`src/rtl/mbus_pkg.sv`:
```
package mbus_pkg;
  typedef enum logic [1:0] {
    RD_IDLE  = 2'd0,
    RD_WAIT  = 2'd1,
    RD_LOAD  = 2'd2,
    RD_DRIVE = 2'd3
  } rd_state_t;
endpackage

```
`src/rtl/mbus_sync.sv`:
```
module mbus_sync #(
  parameter int W      = 8,
  parameter int STAGES = 2
) (
  input  logic         clk,
  input  logic         rst,
  input  logic [W-1:0] din,
  output logic [W-1:0] dout
);
  logic [W-1:0] stg [STAGES];

  always_ff @(posedge clk) begin
    if (rst) stg[0] <= '0;
    else     stg[0] <= din;
  end

  for (genvar g = 1; g < STAGES; g++) begin : g_stage
    always_ff @(posedge clk) begin
      if (rst) stg[g] <= '0;
      else     stg[g] <= stg[g-1];
    end
  end

  assign dout = stg[STAGES-1];
endmodule

```
`src/rtl/mbus_addr_latch.sv`:
```
module mbus_addr_latch #(
  parameter int LO_W = 8,
  parameter int HI_W = 7,
  localparam int ADDR_W = LO_W + HI_W
) (
  input  logic              clk,
  input  logic              rst,
  input  logic              as_s,
  input  logic [LO_W-1:0]   lo_s,
  input  logic [HI_W-1:0]   hi_s,
  output logic [ADDR_W-1:0] addr
);
  always_ff @(posedge clk) begin
    if (rst)       addr <= '0;
    else if (as_s) addr <= {hi_s, lo_s};
  end

  AST_ADDR_HELD: assert property (@(posedge clk) disable iff (rst)
    !as_s |=> $stable(addr));
endmodule

```
`src/rtl/mbus_ctrl.sv`:
```
module mbus_ctrl
  import mbus_pkg::*;
#(
  parameter int DATA_W = 8
) (
  input  logic              clk,
  input  logic              rst,
  input  logic              e_s,
  input  logic              rw_s,
  input  logic              cs_s,
  input  logic [DATA_W-1:0] ad_s,
  input  logic [DATA_W-1:0] mem_rdata,
  output logic              mem_we,
  output logic              mem_re,
  output logic [DATA_W-1:0] mem_wdata,
  output logic [DATA_W-1:0] ad_out,
  output logic              ad_oe
);
  logic      e_d;
  logic      e_rise, e_fall;
  rd_state_t st;

  always_comb begin
    e_rise = e_s & ~e_d;
    e_fall = ~e_s & e_d;
  end

  always_ff @(posedge clk) begin
    if (rst) begin
      e_d       <= 1'b0;
      mem_we    <= 1'b0;
      mem_re    <= 1'b0;
      mem_wdata <= '0;
      ad_out    <= '0;
      ad_oe     <= 1'b0;
      st        <= RD_IDLE;
    end else begin
      e_d    <= e_s;
      mem_we <= 1'b0;
      mem_re <= 1'b0;
      if (e_fall && cs_s && !rw_s) begin
        mem_we    <= 1'b1;
        mem_wdata <= ad_s;
      end
      if (!cs_s || !rw_s || e_fall) begin
        st    <= RD_IDLE;
        ad_oe <= 1'b0;
      end else begin
        case (st)
          RD_IDLE: if (e_rise) begin
            mem_re <= 1'b1;
            st     <= RD_WAIT;
          end
          RD_WAIT: st <= RD_LOAD;
          RD_LOAD: begin
            ad_out <= mem_rdata;
            ad_oe  <= 1'b1;
            st     <= RD_DRIVE;
          end
          default: st <= RD_DRIVE;
        endcase
      end
    end
  end

  AST_WE_ONE_CYCLE: assert property (@(posedge clk) disable iff (rst)
    mem_we |=> !mem_we);
  AST_RE_ONE_CYCLE: assert property (@(posedge clk) disable iff (rst)
    mem_re |=> !mem_re);
  AST_NO_RE_WITH_WE: assert property (@(posedge clk) disable iff (rst)
    !(mem_we && mem_re));
  AST_WE_NEEDS_SEL: assert property (@(posedge clk) disable iff (rst)
    mem_we |-> $past(cs_s && !rw_s));
  AST_OE_NEEDS_CS: assert property (@(posedge clk) disable iff (rst)
    ad_oe |-> $past(cs_s));
  AST_OE_DROP: assert property (@(posedge clk) disable iff (rst)
    e_fall |=> !ad_oe);
endmodule

```
`src/rtl/mbus_slave_front.sv`:
```
module mbus_slave_front #(
  parameter int LO_W        = 8,
  parameter int HI_W        = 7,
  parameter int SYNC_STAGES = 2,
  localparam int ADDR_W = LO_W + HI_W
) (
  input  logic              clk,
  input  logic              rst,
  input  logic [LO_W-1:0]   bus_ad_in,
  output logic [LO_W-1:0]   bus_ad_out,
  output logic              bus_ad_oe,
  input  logic [HI_W-1:0]   bus_addr_hi,
  input  logic              bus_as,
  input  logic              bus_e,
  input  logic              bus_rw,
  input  logic              bus_cs,
  output logic [ADDR_W-1:0] mem_addr,
  output logic [LO_W-1:0]   mem_wdata,
  output logic              mem_we,
  output logic              mem_re,
  input  logic [LO_W-1:0]   mem_rdata
);
  localparam int SYNC_W = ADDR_W + 4;

  logic [SYNC_W-1:0] raw, syn;
  logic [LO_W-1:0]   ad_s;
  logic [HI_W-1:0]   hi_s;
  logic              as_s, e_s, rw_s, cs_s;

  assign raw = {bus_cs, bus_rw, bus_e, bus_as, bus_addr_hi, bus_ad_in};
  assign {cs_s, rw_s, e_s, as_s, hi_s, ad_s} = syn;

  mbus_sync #(.W(SYNC_W), .STAGES(SYNC_STAGES)) u_sync (
    .clk(clk), .rst(rst), .din(raw), .dout(syn)
  );

  mbus_addr_latch #(.LO_W(LO_W), .HI_W(HI_W)) u_latch (
    .clk(clk), .rst(rst), .as_s(as_s), .lo_s(ad_s), .hi_s(hi_s), .addr(mem_addr)
  );

  mbus_ctrl #(.DATA_W(LO_W)) u_ctrl (
    .clk(clk), .rst(rst), .e_s(e_s), .rw_s(rw_s), .cs_s(cs_s), .ad_s(ad_s),
    .mem_rdata(mem_rdata), .mem_we(mem_we), .mem_re(mem_re),
    .mem_wdata(mem_wdata), .ad_out(bus_ad_out), .ad_oe(bus_ad_oe)
  );
endmodule

```
`config.mk`:
```
export PLATFORM = sky130hd
export DESIGN_NAME = mbus_slave_front
export DESIGN_NICKNAME = d
export VERILOG_FILES = /design/src/rtl/mbus_pkg.sv /design/src/rtl/mbus_sync.sv /design/src/rtl/mbus_addr_latch.sv /design/src/rtl/mbus_ctrl.sv /design/src/rtl/mbus_slave_front.sv
export SDC_FILE = /design/constraint.sdc
export NUM_CORES = 1
export LEC_CHECK = 0
export CORE_MARGIN = 8
export CORE_UTILIZATION = 40
export DETAILED_ROUTE_END_ITERATION = 12
export DONT_BUFFER_PORTS = 1
export GPL_ROUTABILITY_DRIVEN = 0
export PLACE_DENSITY = 0.53
export SETUP_SLACK_MARGIN = 0.4
export SYNTH_ARGS = -nofsm -noshare
export SYNTH_HDL_FRONTEND = slang
export SYNTH_SLANG_ARGS = --single-unit
export TNS_END_PERCENT = 5
```
`constraint.sdc`:
```
create_clock -name clk -period 1.9 [get_ports clk]
set_input_delay 0.095 -clock clk [delete_from_list [all_inputs] [get_ports clk]]
set_output_delay 0.095 -clock clk [all_outputs]
set_load 0.01 [all_outputs]
```
# ---- Word-level counts from Yosys, hierarchy flattened
# Memory sizes are Yosys's and may differ from the RTL's.
# Index checks and enable logic that the tools add are counted.
dict set report totals {
  regBits 37
  latchBits 0
  ram_bits 38
  rom_bits 0
  in_bits 29
  output_inout_bits 34
  elab_cells 39
  n_memories 1
}
# name depth word_bits read_ports rd_ports_with_merged_regs write_ports line_no
set mem_list {}
lappend mem_list {u_sync.stg 2 19 2 0 2 mbus_sync.sv:10} ;# logic [W-1:0] stg [STAGES];
dict set report op_classes {
  addsub 0
  multipliers 0
  div_mod_pow 0
  n_lt_le_gt_ge 0
  eq_ne 3
  shifts 0
  n_mux 9
  bitwise_logic 8
  n_reduce_logical 10
}
# operator n
set ops {}
lappend ops {{19-bit 2-to-1 mux} 2}
lappend ops {{1-bit 2-to-1 mux} 5}
lappend ops {{1-bit inverter} 4}
lappend ops {{2-bit case mux with 2 select lines} 1}
lappend ops {{3-bit OR reduction} 1}
lappend ops {{1-bit AND} 2}
lappend ops {{2-bit by 1-bit equality test with 1-bit output, second input constant} 1}
lappend ops {{2-bit equality test, second input constant} 1}
lappend ops {{1-bit logical AND} 2}
lappend ops {{1-bit logical NOT} 2}
lappend ops {{2-bit logical NOT} 1}
lappend ops {{1-bit logical OR} 2}
lappend ops {{2-bit 2-to-1 mux} 1}
lappend ops {{2-bit by 1-bit != test with 1-bit output, second input constant} 1}
lappend ops {{1-bit bitwise OR} 2}
lappend ops {{2-bit AND reduction} 1}
lappend ops {{2-bit OR reduction} 1}

# ---- Longest topological paths before layout
dict set report depth {
  depth_word 5
  ltp_mapped 4
  mapped_depth_nobuf 3
}

# ---- Hierarchy
# Synthesis repeated with hierarchy kept, for this count alone.
dict set report unflattened {
  cells_unflattened 221
  hier_area_um2 2637.5
}
# module instances cells_each area_each_um2 seq_area_each_um2
set modules_own_cells {}
lappend modules_own_cells {mbus_sync 1 80 1212.4 760.7}
lappend modules_own_cells {mbus_ctrl 1 93 883.3 440.4}
lappend modules_own_cells {mbus_addr_latch 1 48 541.8 300.3}

# ---- Least setup slack after synthesis
# Ideal clock, no wire load.
dict set report synth_timing {
  path_kind {register to register}
  from {register u_ctrl.e_d}
  to {register u_ctrl.ad_out[0]}
  setup_ns 0.072
  arrival_time_ns 0.976
  t_required_ns 1.828
  slack_ns 0.852
  stages_incl_launch_ff 5
  path_buffers 1
  period_less_slack_ns 1.048
  cell_sequence {dfxtp_1 > nor2b_2 > nor3b_2 > buf_6 > mux2i_1}
}
dict set report synth_via {
  elab_chain_len 4
}
# item line_no
set synth_lines {}
lappend synth_lines {{from (decl)} mbus_ctrl.sv:19} ;# logic e_d;
lappend synth_lines {{from (signal assigned)} mbus_ctrl.sv:38} ;# e_d <= e_s;
lappend synth_lines {{1-bit AND} mbus_ctrl.sv:25} ;# e_fall = ~e_s & e_d;
lappend synth_lines {{1-bit logical OR} mbus_ctrl.sv:45} ;# if (!cs_s || !rw_s || e_fall) begin
lappend synth_lines {{1-bit inverter (no line)} n/a}
lappend synth_lines {{2-bit AND reduction (no line)} n/a}
lappend synth_lines {{to (signal assigned)} mbus_ctrl.sv:56} ;# ad_out <= mem_rdata;
lappend synth_lines {{to (decl)} mbus_ctrl.sv:16} ;# output logic [DATA_W-1:0] ad_out,
# No other way between the ends.
# A chain may end at the register's enable or synchronous reset.

# ---- Worst setup path after layout
dict set report layout_timing {
  from {register u_ctrl.e_d}
  to {register u_ctrl.ad_out[3]}
}
# The elaborated chain is that of the path after synthesis.

==> flow_metrics.tcl <==
set metrics [dict create \
    criticalPathCategory "reg -> reg" \
    chipWidth_um 94.0 \
    fin_skew_ns 0.00803 \
    grt_start_max_net_pins 71 \
    cts_sinks 75 \
    cts.path.max_buffers 2 \
    htreeDepth 3 \
    timing.fmax_ghz 0.829 \
    hold_violations 0 \
    antenna_found_initial 0 \
    grt_pass1_vias 1543 \
    fillers 534 \
    layout_commonest_cell "dfxtp_1" \
    die_area_um2 8830 \
    syn_inst 219 \
    crit_chain "nor2b_2, nor3b_2, buf_4, mux2i_1" \
    regArea_um2 1500 \
    hold_path.class "in -> reg" \
    rows 28 \
    cts.repair.resized 0 \
    power_density_nw_per_um2 1040 \
    routed_via_density 4.48 \
    vias 1465 \
    area_growth_pct 24.3 \
    route.detailed.drc 0 \
    final_cell_mix "dfxtp_1, nor2b_1, dlygate4sd3_1" \
    crit_path_start_kind "flop" \
    ys_seq_area_share_pct 61.7 \
    grt_overflow 0 \
    setup_viol 0 \
    vdd_drop_max_v 0.000552 \
    slowest_delay_ns 0.34 \
    worst_slack_ns 0.694 \
    ios 63 \
    synth_top_cell_by_area "dfxtp_1" \
    rsz0062_at_grt "false" \
    worstPathRequired_ns 2.15 \
    finalSetupTns_ns 0 \
    yosysUniqueCellTypes 21 \
    critPathMaxFanout 8 \
    drtIter0Drc 34 \
    num_antenna_cells 0 \
    worstSkewPairLatency_ns 0.33 \
    synth.area.top_cells "dfxtp_1, nor2b_1, mux2i_1" \
    max-slew-margin-rel_pct 72.6 \
    syn_avg_cell_area_um2 11.1 \
    tritoncts "built" \
    grt_first_pass_wirelength_um 7290 \
    p_leak_nw 1.15 \
    fin_crit_sh_pct 63.5 \
    clk_root_buffer_cell "clkbuf_8" \
    dp_slack_ns 0.693 \
    worst-path-buf-inv 1 \
    drv_slew 0 \
    final.min_clock_period_ns 1.21 \
    grtUsageTotal_pct 10.6 \
    finalWirelength_um 4340 \
    ant_nets 0 \
    critical-path-top-delay-family "simple AND/OR/NAND/NOR gates" \
    worst_pin_slew_ns 0.409 \
    worstPathArrival_ns 1.46 \
    synth_area_um2 2430 \
    dr.pass1.iters 4 \
    drive_gt1_share_pct 9.92 \
    wire_per_inst_um 13.3 \
    initial_core_util_pct 41.3 \
    synth-seq-cells 75 \
    clk_pin_slew_worst_paths_ns 0.07 \
    dpl.hpwl_um 2790 \
    numPortBuffers 0 \
    core_um2 5890 \
    synth_top_area_share_pct 61.7 \
    yosysWarnings 0 \
    nets 278 \
    holdBufCountCts 31 \
    post_cts_buffers 0 \
    fp.dieH_um 94.0 \
    maxCapViolations 0 \
    synth_nets 248 \
    outcome "finished, final reports clean" \
    critPathSlowestCell "dfxtp_1" \
    endpoint_kind "flop" \
    numCtsBuffers 9 \
    multi_input_area_um2 857 \
]
## synthesized netlist by cell type (all sizes together)
library cell  number
dfxtp             75
o21a               2
nor4b              1
nor2b             42
nor3b              1
nand2             17
buf                9
and4bb             1
clkbuf             5
nand4bb            1
nor2              16
a21oi              8
mux2i             23
a21o               1
nand2b            16
nor3               1
## per-stage QoR
step / total power [mW] / cells / hold slack, ns / util, % / instance area (um2)
finish: 3.14 / 327 / 0.107 / 51.4 / 3020
global route: 3.26 / 327 / 0.109 / 51.4 / 3020
CTS: 3.19 / 327 / 0.102 / 51.4 / 3020
detailed placement: 1.73 / 282 / 0.175 / 41.9 / 2470
global placement: 1.72 / 282 / 0.174 / 41.9 / 2470
floorplan: 1.74 / 219 / 0.223 / - / 2430
## power by group
part           switching (mW)  internal, mW  total [mW]
clock                   0.524         0.858        1.38
combinational          0.0462        0.0827       0.129
sequential             0.0168          1.61        1.63
total                   0.587          2.55        3.14
## kinds of logic (layout without fill, tap and decap cells)
logic type,Yosys count,count (layout),synth area share (%)
and+or+nand+nor,96,96,23.1
DFF,75,75,61.7
muxes,23,23,9.46
buffers and inverters,14,47,3.03
AOI/OAI and AO/OA,11,11,2.62
## per-layer routing
metal  vias up  GRT usage [%]  share of wire (%)
met5         -              0                  0
met4         0           6.74                2.4
met3         9           4.32                7.5
met2        35           18.0                 50
met1       664           10.6                 40
li1        757              -                  -
## cell type report
class | count | share of cell area [%]
flip-flops and latches | 75 | 49.7
multi-input cells | 130 | 28.4
repair buffers | 33 | 11.3
clock buffers | 9 | 4.10
clock inverters | 5 | 3.44
well taps | 75 | 3.10
## worst paths after layout
kind,startpoint,endpoint,slack (ns),cells after the start
worst min register to register,u_sync.stg[0][15],u_sync.stg[1][15],0.44,1
worst max-delay path,u_ctrl.e_d,u_ctrl.ad_out[3],0.69,4
worst min-delay path,rst,u_latch.addr[11],0.11,2
worst max register to register,u_ctrl.e_d,u_ctrl.ad_out[3],0.69,4
## flip-flops by register name (all words and copies together) (netlist names)
register          flops
u_latch.addr         15
u_ctrl.ad_oe          1
u_ctrl.mem_re         1
u_ctrl.st             2
u_ctrl.e_d            1
u_ctrl.ad_out         8
u_ctrl.mem_wdata      8
u_sync.stg           38
u_ctrl.mem_we         1
Power figures use the tool's default switching activity.
